File: src/rtl/gpio_irq_pkg.sv
package gpio_irq_pkg;
    parameter int B0_PINS = 14;
    parameter int B1_PINS = 24;
    parameter int B2_PINS = 32;
    parameter int ADDR_W  = 4;

    // bank-1 pins that share a line with bank 2, and those that never do
    localparam int B1_SHARED = B2_PINS - B0_PINS;
    localparam int B1_ONLY   = B1_PINS - B1_SHARED;
    localparam int AGG_BASE  = B0_PINS + B1_PINS;
    localparam int N_LINES   = AGG_BASE + 3;

    typedef struct packed {
        logic [B2_PINS-1:0] sel;
        logic [N_LINES-1:0] lines;
    } route_state_t;
endpackage

File: src/rtl/gpio_irq_lane_mux.sv
module gpio_irq_lane_mux #(
    parameter int LANES = 14
) (
    input  logic [LANES-1:0] sel,
    input  logic [LANES-1:0] pri_irq,
    input  logic [LANES-1:0] alt_irq,
    output logic [LANES-1:0] line,
    output logic [LANES-1:0] pri_orphan,
    output logic [LANES-1:0] alt_orphan
);
    for (genvar i = 0; i < LANES; i++) begin : g_lane
        always_comb begin
            line[i]       = sel[i] ? alt_irq[i] : pri_irq[i];
            pri_orphan[i] = sel[i] & pri_irq[i];
            alt_orphan[i] = ~sel[i] & alt_irq[i];
        end
    end
endmodule

File: src/rtl/gpio_irq_bank_or.sv
module gpio_irq_bank_or #(
    parameter int W = 14
) (
    input  logic [W-1:0] orphans,
    output logic         any
);
    always_comb any = |orphans;
endmodule

File: src/rtl/gpio_irq_router.sv
module gpio_irq_router
    import gpio_irq_pkg::*;
#(
    parameter logic [ADDR_W-1:0] CTRL_ADDR = 4'h8
) (
    input  logic                clk,
    input  logic                rst_n,
    input  logic [B0_PINS-1:0]  irq_b0,
    input  logic [B1_PINS-1:0]  irq_b1,
    input  logic [B2_PINS-1:0]  irq_b2,
    input  logic                wr_en,
    input  logic [ADDR_W-1:0]   addr,
    input  logic [B2_PINS-1:0]  wdata,
    output logic [B2_PINS-1:0]  rdata,
    output logic [N_LINES-1:0]  irq_lines
);
    route_state_t state_d, state_q;

    logic [B0_PINS-1:0]   lo_line, lo_pri_orph, lo_alt_orph;
    logic [B1_SHARED-1:0] mid_line, mid_pri_orph, mid_alt_orph;
    logic                 agg0, agg1, agg2;
    logic                 hit;

    gpio_irq_lane_mux #(.LANES(B0_PINS)) u_lo_mux (
        .sel        (state_q.sel[B0_PINS-1:0]),
        .pri_irq    (irq_b0),
        .alt_irq    (irq_b2[B0_PINS-1:0]),
        .line       (lo_line),
        .pri_orphan (lo_pri_orph),
        .alt_orphan (lo_alt_orph)
    );

    gpio_irq_lane_mux #(.LANES(B1_SHARED)) u_mid_mux (
        .sel        (state_q.sel[B2_PINS-1:B0_PINS]),
        .pri_irq    (irq_b1[B1_SHARED-1:0]),
        .alt_irq    (irq_b2[B2_PINS-1:B0_PINS]),
        .line       (mid_line),
        .pri_orphan (mid_pri_orph),
        .alt_orphan (mid_alt_orph)
    );

    gpio_irq_bank_or #(.W(B0_PINS)) u_or0 (
        .orphans (lo_pri_orph),
        .any     (agg0)
    );

    gpio_irq_bank_or #(.W(B1_SHARED)) u_or1 (
        .orphans (mid_pri_orph),
        .any     (agg1)
    );

    gpio_irq_bank_or #(.W(B2_PINS)) u_or2 (
        .orphans ({mid_alt_orph, lo_alt_orph}),
        .any     (agg2)
    );

    assign hit = (addr == CTRL_ADDR);

    always_comb begin
        state_d = state_q;
        if (wr_en && hit) begin
            state_d.sel = wdata;
        end
        state_d.lines = {agg2, agg1, agg0,
                         irq_b1[B1_PINS-1:B1_SHARED],
                         mid_line, lo_line};
    end

    always_ff @(posedge clk or negedge rst_n) begin
        if (!rst_n) begin
            state_q <= '0;
        end else begin
            state_q <= state_d;
        end
    end

    assign rdata     = hit ? state_q.sel : '0;
    assign irq_lines = state_q.lines;
endmodule

File: config.mk
export PLATFORM = sky130hd
export DESIGN_NAME = gpio_irq_router
export DESIGN_NICKNAME = d
export VERILOG_FILES = /design/src/rtl/gpio_irq_pkg.sv /design/src/rtl/gpio_irq_lane_mux.sv /design/src/rtl/gpio_irq_bank_or.sv /design/src/rtl/gpio_irq_router.sv
export SDC_FILE = /design/constraint.sdc
export NUM_CORES = 1
export LEC_CHECK = 0
export ABC_AREA = 1
export BUFFER_PORTS_ARGS = -buffer_cell sky130_fd_sc_hd__buf_2
export CORE_MARGIN = 8
export CORE_UTILIZATION = 47
export CTS_BUF_LIST = sky130_fd_sc_hd__clkbuf_4
export DETAILED_ROUTE_END_ITERATION = 10
export PLACE_DENSITY = 0.82
export SLEW_MARGIN = 20
export SYNTH_ARGS = -nofsm -noshare
export SYNTH_HDL_FRONTEND = slang
export SYNTH_SLANG_ARGS = --single-unit
export TNS_END_PERCENT = 100
File: constraint.sdc
create_clock -name clk -period 1.28 [get_ports clk]
set_clock_uncertainty 0.2 [all_clocks]
set_input_delay 0.128 -clock clk [delete_from_list [all_inputs] [get_ports clk]]
set_output_delay 0.128 -clock clk [all_outputs]
set_load 0.05 [all_outputs]
==> flow_metrics.tcl, run 1 <==
set metrics [dict create \
    synth.most_common_cell "nand2_1" \
    rows 31 \
    tool.error "[ERROR GRT-0232] Routing congestion too high. Check the congestion heatmap in the GUI." \
    htreeDepth 3 \
    yosysSeqAreaShare_pct 51.4 \
    io_pins 182 \
    syn_nets 567 \
    synthTopCellsByCount "nand2_1 (193), dfrtp_1 (73), nor2_1 (45)" \
    synthesis.area_sq_mm 0.00355 \
    die_y_um 103 \
    synthDistinctLibCells 17 \
    ys_warn_count 0 \
    async_flop_share_pct 100 \
    ys_ff_latch 73 \
    place_hpwl_um 8590 \
    yosys-top-cells-area "dfrtp_1 (51%), nand2_1 (20%), buf_4 (9.3%), nor2_1 (4.8%), inv_1 (4.2%)" \
    status "did not finish" \
    yosys.area.top_type "dfrtp_1" \
    clock-sinks 73 \
    crit_endpoint "rdata[28]" \
    cts_buffer_depth 2 \
    start_util_pct 48.7 \
    syn_avg_cell_area_sq_um 7.76 \
    postSynthCellCount 458 \
    die_x_um 103 \
    synth_edf_count 0 \
    grt_max_degree 34 \
    synthFlopType "dfrtp_1" \
    grt_usage_pct 55.2 \
    cts_root_buf "clkbuf_4" \
    gr-total-overflow 3 \
    routabilityCongestion 0.899 \
    yosysTopAreaCellShare_pct 51.4 \
    cts_buffers 9 \
    worst_endpoint_kind "primary output" \
    stop_stage "5_1_grt" \
    port_buffers 181 \
]
per-layer routing:
layer  GRT usage (%)  GRT overflow
met5               0             0
met4            54.8             3
met3            43.6             0
met2            75.4             0
met1            50.0             0
metrics by stage:
stage | cells | instance area [sq um] | TNS (ns) | setup WS, ns
after floorplan | 458 | 3790 | -0.00000822 | -0.00000411
after global placement | 708 | 4700 | -6.51 | -0.135
after CTS | 884 | 6930 | -7.11 | -0.266
after detailed placement | 708 | 4700 | -7.90 | -0.144
cell families after synthesis:
group | after synthesis | synth area share (%)
AO/OA/AOI/OAI | 50 | 7.15
flip-flops | 73 | 51.4
AND/OR/NAND/NOR | 245 | 27.2
buffers and inverters | 90 | 14.3
what timing repair did:
action                     CTS
setup endpoints to repair   75
hold endpoints to repair   146
cloned                       0
hold buffers               103
setup buffers               59
pin swaps                   41
resized for setup          221
==> run 2, diff against run 1 <==
--- a/config.mk
+++ b/config.mk
@@ -8,10 +8,9 @@
 export ABC_AREA = 1
 export BUFFER_PORTS_ARGS = -buffer_cell sky130_fd_sc_hd__buf_2
 export CORE_MARGIN = 8
-export CORE_UTILIZATION = 47
-export CTS_BUF_LIST = sky130_fd_sc_hd__clkbuf_4
+export CORE_UTILIZATION = 40
 export DETAILED_ROUTE_END_ITERATION = 10
-export PLACE_DENSITY = 0.82
+export PLACE_DENSITY_LB_ADDON = 0.15
 export SLEW_MARGIN = 20
 export SYNTH_ARGS = -nofsm -noshare
 export SYNTH_HDL_FRONTEND = slang
==> run 2 against run 1 <==
  * The flow now finishes, with violations (negative setup slack)
  * Synthesized area did not move
  * Synthesized cell count did not move
==> flow_metrics.tcl, run 2 <==
set metrics [dict create \
    coreArea_sq_mm 0.00868 \
    cts_root_buf "clkbuf_8" \
    start_util_pct 40.9 \
    drt-pass1-iter-count 6 \
    ys_warn_count 0 \
    cts_tree "done" \
    worstPathRequired_ns 0.95 \
    async_flop_share_pct 100 \
    die_x_um 110 \
    port_buffers 181 \
    dieArea_sq_mm 0.0122 \
    place_hpwl_um 8390 \
    routabilityCongestion 0.866 \
    pre_cts_ws_ns -0.175 \
    ant_nets 0 \
    hold_viol 0 \
    post_drt_wl_per_cell_um 17.4 \
    design_area_sq_mm 0.00721 \
    crit_arrival_ns 1.17 \
    violations "negative setup slack" \
    dp_cells 715 \
    ys_ff_latch 73 \
    crit_type "flip-flop to output pin" \
    wl_um 15800 \
    cts_buffer_depth 2 \
    slowest_stage "dfrtp_1" \
    fmax_mhz 667 \
    grt_max_degree 30 \
    path_clk_slew_ns 0.08 \
    drt_iter0_markers 188 \
    yosys-top-cells-area "dfrtp_1 (51%), nand2_1 (20%), buf_4 (9.3%), nor2_1 (4.8%), inv_1 (4.2%)" \
    drv_slew 0 \
    syn_avg_cell_area_sq_um 7.76 \
    max_stage_delay_ns 0.42 \
    ir_worst_vdd_uv 736 \
    setup_ws_ns -0.220 \
    grt_antenna_before_repair 1 \
    min_period_ns 1.50 \
    cp_num_buf_inv 3 \
    final_util_pct 83.1 \
    path_cells "inv_2 -> buf_6 -> nor2_4 -> buf_6" \
    cts_buffers 9 \
    yosys.area.top_type "dfrtp_1" \
    tightest_slew_ns 0.317 \
    yosysSeqAreaShare_pct 51.4 \
    synthesis.area_sq_mm 0.00355 \
    grt_pass1_wl_um 23500 \
    drc 0 \
    cp_top_family "flip-flops" \
    yosysTopAreaCellShare_pct 51.4 \
    p_per_area_mw_per_mm2 1270 \
    hold_path_class "input port to asynchronous set/reset pin" \
    maxCapViolCount 0 \
    via_per_inst 4.81 \
    synthToLayoutAreaGrowth_pct 103 \
    die_y_um 110 \
    dr_total_vias 4376 \
    status "finished with violations" \
    synth.most_common_cell "nand2_1" \
    endpoint_kind "output pin" \
    layout-drive-gt1-share_pct 49.6 \
    htreeDepth 3 \
    crit_path_start_kind "flip-flop" \
    crit_fanout 3 \
    slew_headroom_pct 78.9 \
    largest_reg_flops 41 \
    clock-sinks 73 \
    final_nets 905 \
    cpMostUsedCell "buf_6" \
    power.leakage_nw 3.62 \
    synth_edf_count 0 \
    gr-total-overflow 0 \
    final_cell_mix "nand2_1 (163), buf_2 (117), dlygate4sd3_1 (103)" \
    syn_nets 567 \
    synthDistinctLibCells 17 \
    layout_commonest_cell "nand2_1" \
    grt_usage_pct 25.2 \
    rows 34 \
    setup_viol 35 \
    instances_no_fill 910 \
    grt_pass1_vias 4794 \
    postSynthCellCount 458 \
    synthFlopType "dfrtp_1" \
    grt_setup_unrepaired "true" \
    synthTopCellsByCount "nand2_1 (193), dfrtp_1 (73), nor2_1 (45)" \
    clk_latency_ns 0.33 \
    io_pins 182 \
    dpl-instance-area_sq_mm 0.00468 \
    period_share_pct 117 \
]
==> run 2: cell counts after synthesis <==
No cell type changed its count.
==> run 2: final timing paths <==
kind,startpoint,end,slack (ns),cells after the start
max reg2reg,state_q[71],irq_lines[39],-0.07,7
min in group clk,irq_b1[2],irq_lines[39],0.06,7
min,rst_n,irq_lines[20],0.03,2
min reg2reg,state_q[58],irq_lines[17],0.32,2
max,state_q[48],rdata[7],-0.22,4
max in group asynchronous,rst_n,irq_lines[33],0.37,3
==> run 2: layout make-up <==
class | instances | area (sq um)
fillers | 468 | 1470
well taps | 108 | 135
flip-flops and latches | 73 | 1830
clock inverters | 3 | 40.0
clock buffers | 12 | 155
inverters | 40 | 150
diodes | 2 | 5.00
multi-input cells | 295 | 1600
repair buffers | 377 | 3300
==> run 2: worst reg2reg max path, delay by kind of cell (launching register included) <==
kind	cells	cell delay, ns
AOI/OAI and AO/OA	1	0.12
buffers and inverters	1	0.14
and+or+nand+nor	5	0.36
DFF	1	0.42
==> run 2: where the power goes <==
| part | switching, mW | internal, mW | total, mW | leakage (nW) |
|---|---|---|---|---|
| Combinational | 2.41 | 1.88 | 4.29 | 2.66 |
| Clock | 0.858 | 0.993 | 1.85 | 0.102 |
| Sequential | 0.276 | 2.75 | 3.03 | 0.861 |
| Total | 3.54 | 5.62 | 9.17 | 3.62 |
==> run 2: timing repair <==
action | 4_1_cts | 5_1_grt
gates resized for setup | 184 | 53
pin swaps | 49 | 25
buffers inserted | 62 | 9
hold buffers | 103 | 0
hold endpoints to repair | 146 | 0
gates cloned | 4 | 1
endpoints found under the setup margin | 44 | 56
==> run 2: routing by layer <==
metal  wire (um)  up-vias  share of wire, %  track usage, %
li1            -     2037                 -               -
met1        5840     2090                37            27.9
met2        8400      203                53            44.8
met3        1090       46               6.9            5.87
met4         518        0               3.3            11.9
met5           0        -                 0               0
==> run 2: logic make-up (layout without fill, tap and decap cells) <==
group	after synthesis	count (layout)	synth area share (%)
AOI/OAI and AO/OA	50	50	7.15
buffers and inverters	90	432	14.3
DFF	73	73	51.4
other	0	2	0
and+or+nand+nor	245	245	27.2
==> run 2: per-stage QoR <==
step           hold slack [ns]  setup TNS, ns  power, mW
2_1_floorplan           -0.368    -0.00000822       5.07
3_3_place_gp            -0.153          -4.49       5.61
3_5_place_dp            -0.158          -5.16       5.66
4_1_cts                 0.0142          -2.98       8.82
5_1_grt                 0.0485          -5.03       9.59
6_report                0.0273          -3.51       9.17
(Power assumes the default switching activity.)
==> run 3, diff against run 2 <==
==> constraint.sdc (replaced) <==
create_clock -name clk -period 1.28 [get_ports clk]
set_clock_uncertainty 0.2 [all_clocks]
set_input_delay 0.256 -clock clk [delete_from_list [all_inputs] [get_ports clk]]
set_output_delay 0.256 -clock clk [all_outputs]
set_load 0.05 [all_outputs]
==> run 3 against run 2 <==
  * The flow still finishes with violations (negative setup slack)
  * Cell count is 2.4% lower
  * Utilization is 1.6 points lower
  * Non-clock buffer count is 21 lower
  * Setup slack worse by 0.064 ns
  * Via count is 3.8% lower
  * Global-route usage is 3.4 points lower
  * Maximum frequency is 4.1% lower
  * Hold slack better by 0.059 ns
  * Clock power is 21% higher
  * Count of clock-buffer cells in the layout is 2 lower
  * Largest power group unchanged
  * Highest routed layer unchanged
==> flow_metrics.tcl, run 3 (synthesized netlist as in run 2, its figures left out) <==
set metrics [dict create \
    status "finished with violations" \
    violations "negative setup slack" \
    dr_total_vias 4210 \
    post_drt_wl_per_cell_um 16.4 \
    dieArea_sq_mm 0.0122 \
    max_stage_delay_ns 0.38 \
    grt_antenna_before_repair 0 \
    grt_setup_unrepaired "true" \
    endpoint_kind "output pin" \
    pre_cts_ws_ns -0.371 \
    io_pins 182 \
    ant_nets 0 \
    fill_cells 513 \
    port_buffers 181 \
    drt-pass1-iter-count 5 \
    p_per_area_mw_per_mm2 1340 \
    ir_worst_vdd_uv 937 \
    rows 34 \
    period_share_pct 122 \
    cp_num_buf_inv 2 \
    place_hpwl_um 8170 \
    layout_commonest_cell "nand2_1" \
    grt_pass1_vias 4380 \
    setup_ws_ns -0.284 \
    die_x_um 110 \
    tightest_slew_ns 0.421 \
    synthToLayoutAreaGrowth_pct 99.0 \
    htreeDepth 3 \
    register_area_sq_mm 0.00183 \
    cp_top_family "flip-flops" \
    final_util_pct 81.5 \
    worstPathRequired_ns 0.82 \
    cts_buffers 9 \
    maxCapViolCount 0 \
    cts_tree "done" \
    grt_usage_pct 21.8 \
    clock-sinks 73 \
    p_int_mw 5.93 \
    crit_fanout 4 \
    gr-total-overflow 0 \
    die_y_um 110 \
    seq_power_share_pct 32.4 \
    cts_buffer_depth 2 \
    drc 0 \
    path_clk_slew_ns 0.08 \
    via_per_inst 4.74 \
    grt_max_degree 74 \
    clkPwrFrac_pct 23.7 \
    hold_path_class "input port to flip-flop" \
    drv_slew 0 \
    crit_path_start_kind "flip-flop" \
    combPwrFrac_pct 43.9 \
    power.leakage_nw 3.53 \
    clk_latency_ns 0.34 \
    grt_pass1_wl_um 20500 \
    crit_type "flip-flop to output pin" \
    slowest_stage "dfrtp_1" \
    p_switching_mw 3.52 \
    path_cells "inv_2 -> nor2_4 -> buf_8" \
    final_nets 884 \
    min_period_ns 1.56 \
    coreArea_sq_mm 0.00868 \
    layout-drive-gt1-share_pct 47.9 \
    wl_um 14500 \
    final_cell_mix "nand2_1 (169), buf_2 (105), dlygate4sd3_1 (102)" \
    multi_input_area_sq_mm 0.00158 \
    drt_iter0_markers 124 \
    switching_share_pct 37.2 \
    fmax_mhz 639 \
    cts_root_buf "clkbuf_8" \
    largest_reg_flops 41 \
    routabilityCongestion 0.861 \
    hold_viol 0 \
    setup_viol 76 \
    slew_headroom_pct 72.0 \
    start_util_pct 40.9 \
    crit_arrival_ns 1.11 \
]
==> run 3: cell count changes in the layout (fill, tap and decap cells not counted), sizes merged <==
cell          before  now
clkbuf            24   11
buf              262  252
bufinv             1    3
diode              2    1
dlygate4sd3      103  102
dlymetal6s4s       0    1
==> run 3: metal layers <==
metal  global-route usage [%]  up-vias  routed length (um)
met5                        0        -                   0
met4                     10.1        0                 480
met3                     5.35       45                1080
met2                     40.6      179                7860
met1                     22.5     1984                5120
li1                         -     2002                   -
==> run 3: worst paths after layout <==
check,start,to,slack [ns],cells after the start
max reg2reg,state_q[45],irq_lines[38],-0.09,6
max,state_q[44],rdata[3],-0.28,3
min in group asynchronous,rst_n,state_q[70],0.25,3
min,irq_b1[13],irq_lines[39],0.09,5
min reg2reg,state_q[70],irq_lines[29],0.32,2
max in group asynchronous,rst_n,irq_lines[17],0.28,3
==> run 3: worst register-to-register path, delay by kind of cell (launching register included) <==
family        cells  cell delay (ns)
buf+inv           2             0.26
flops             1             0.39
simple gates      4             0.40
==> run 3: area by class of cell <==
class,count,share of cell area [%]
antenna,1,0.0354
tap,108,1.91
multi-input combinational,295,22.4
sequential,73,25.8
inverter,40,2.12
clock buffer,10,1.95
timing repair buffer,356,44.3
clock inverter,5,1.47
==> run 3: power groups by stage <==
stage | Combinational, mW | Sequential, mW | Clock, mW
after global placement | 2.70 | 2.98 | 0
after detailed placement | 2.73 | 3.00 | 0
after floorplan | 2.11 | 2.97 | 0
after CTS | 3.54 | 3.03 | 2.26
after global routing | 4.41 | 3.09 | 2.37
final | 4.15 | 3.06 | 2.24
==> run 3: repair_timing <==
| action | 4_1_cts | 5_1_grt |
|---|---|---|
| setup buffers | 16 | 38 |
| gates resized for setup | 191 | 63 |
| setup endpoints to repair | 75 | 78 |
| endpoints found under the hold margin | 143 | 0 |
| pin swaps | 13 | 38 |
| gates cloned | 0 | 1 |
| hold buffers | 103 | 0 |
==> run 3: through the flow <==
step	setup TNS, ns	total power, mW	hold slack (ns)	std cells	area, sq um
after floorplan	-6.83	5.08	-0.240	458	3840
after global placement	-18.29	5.68	0.109	721	4720
after detailed placement	-19.30	5.73	0.108	721	4720
after CTS	-10.27	8.82	0.0326	855	6620
after global routing	-13.07	9.87	0.0953	887	7070
final	-10.23	9.45	0.0865	888	7070
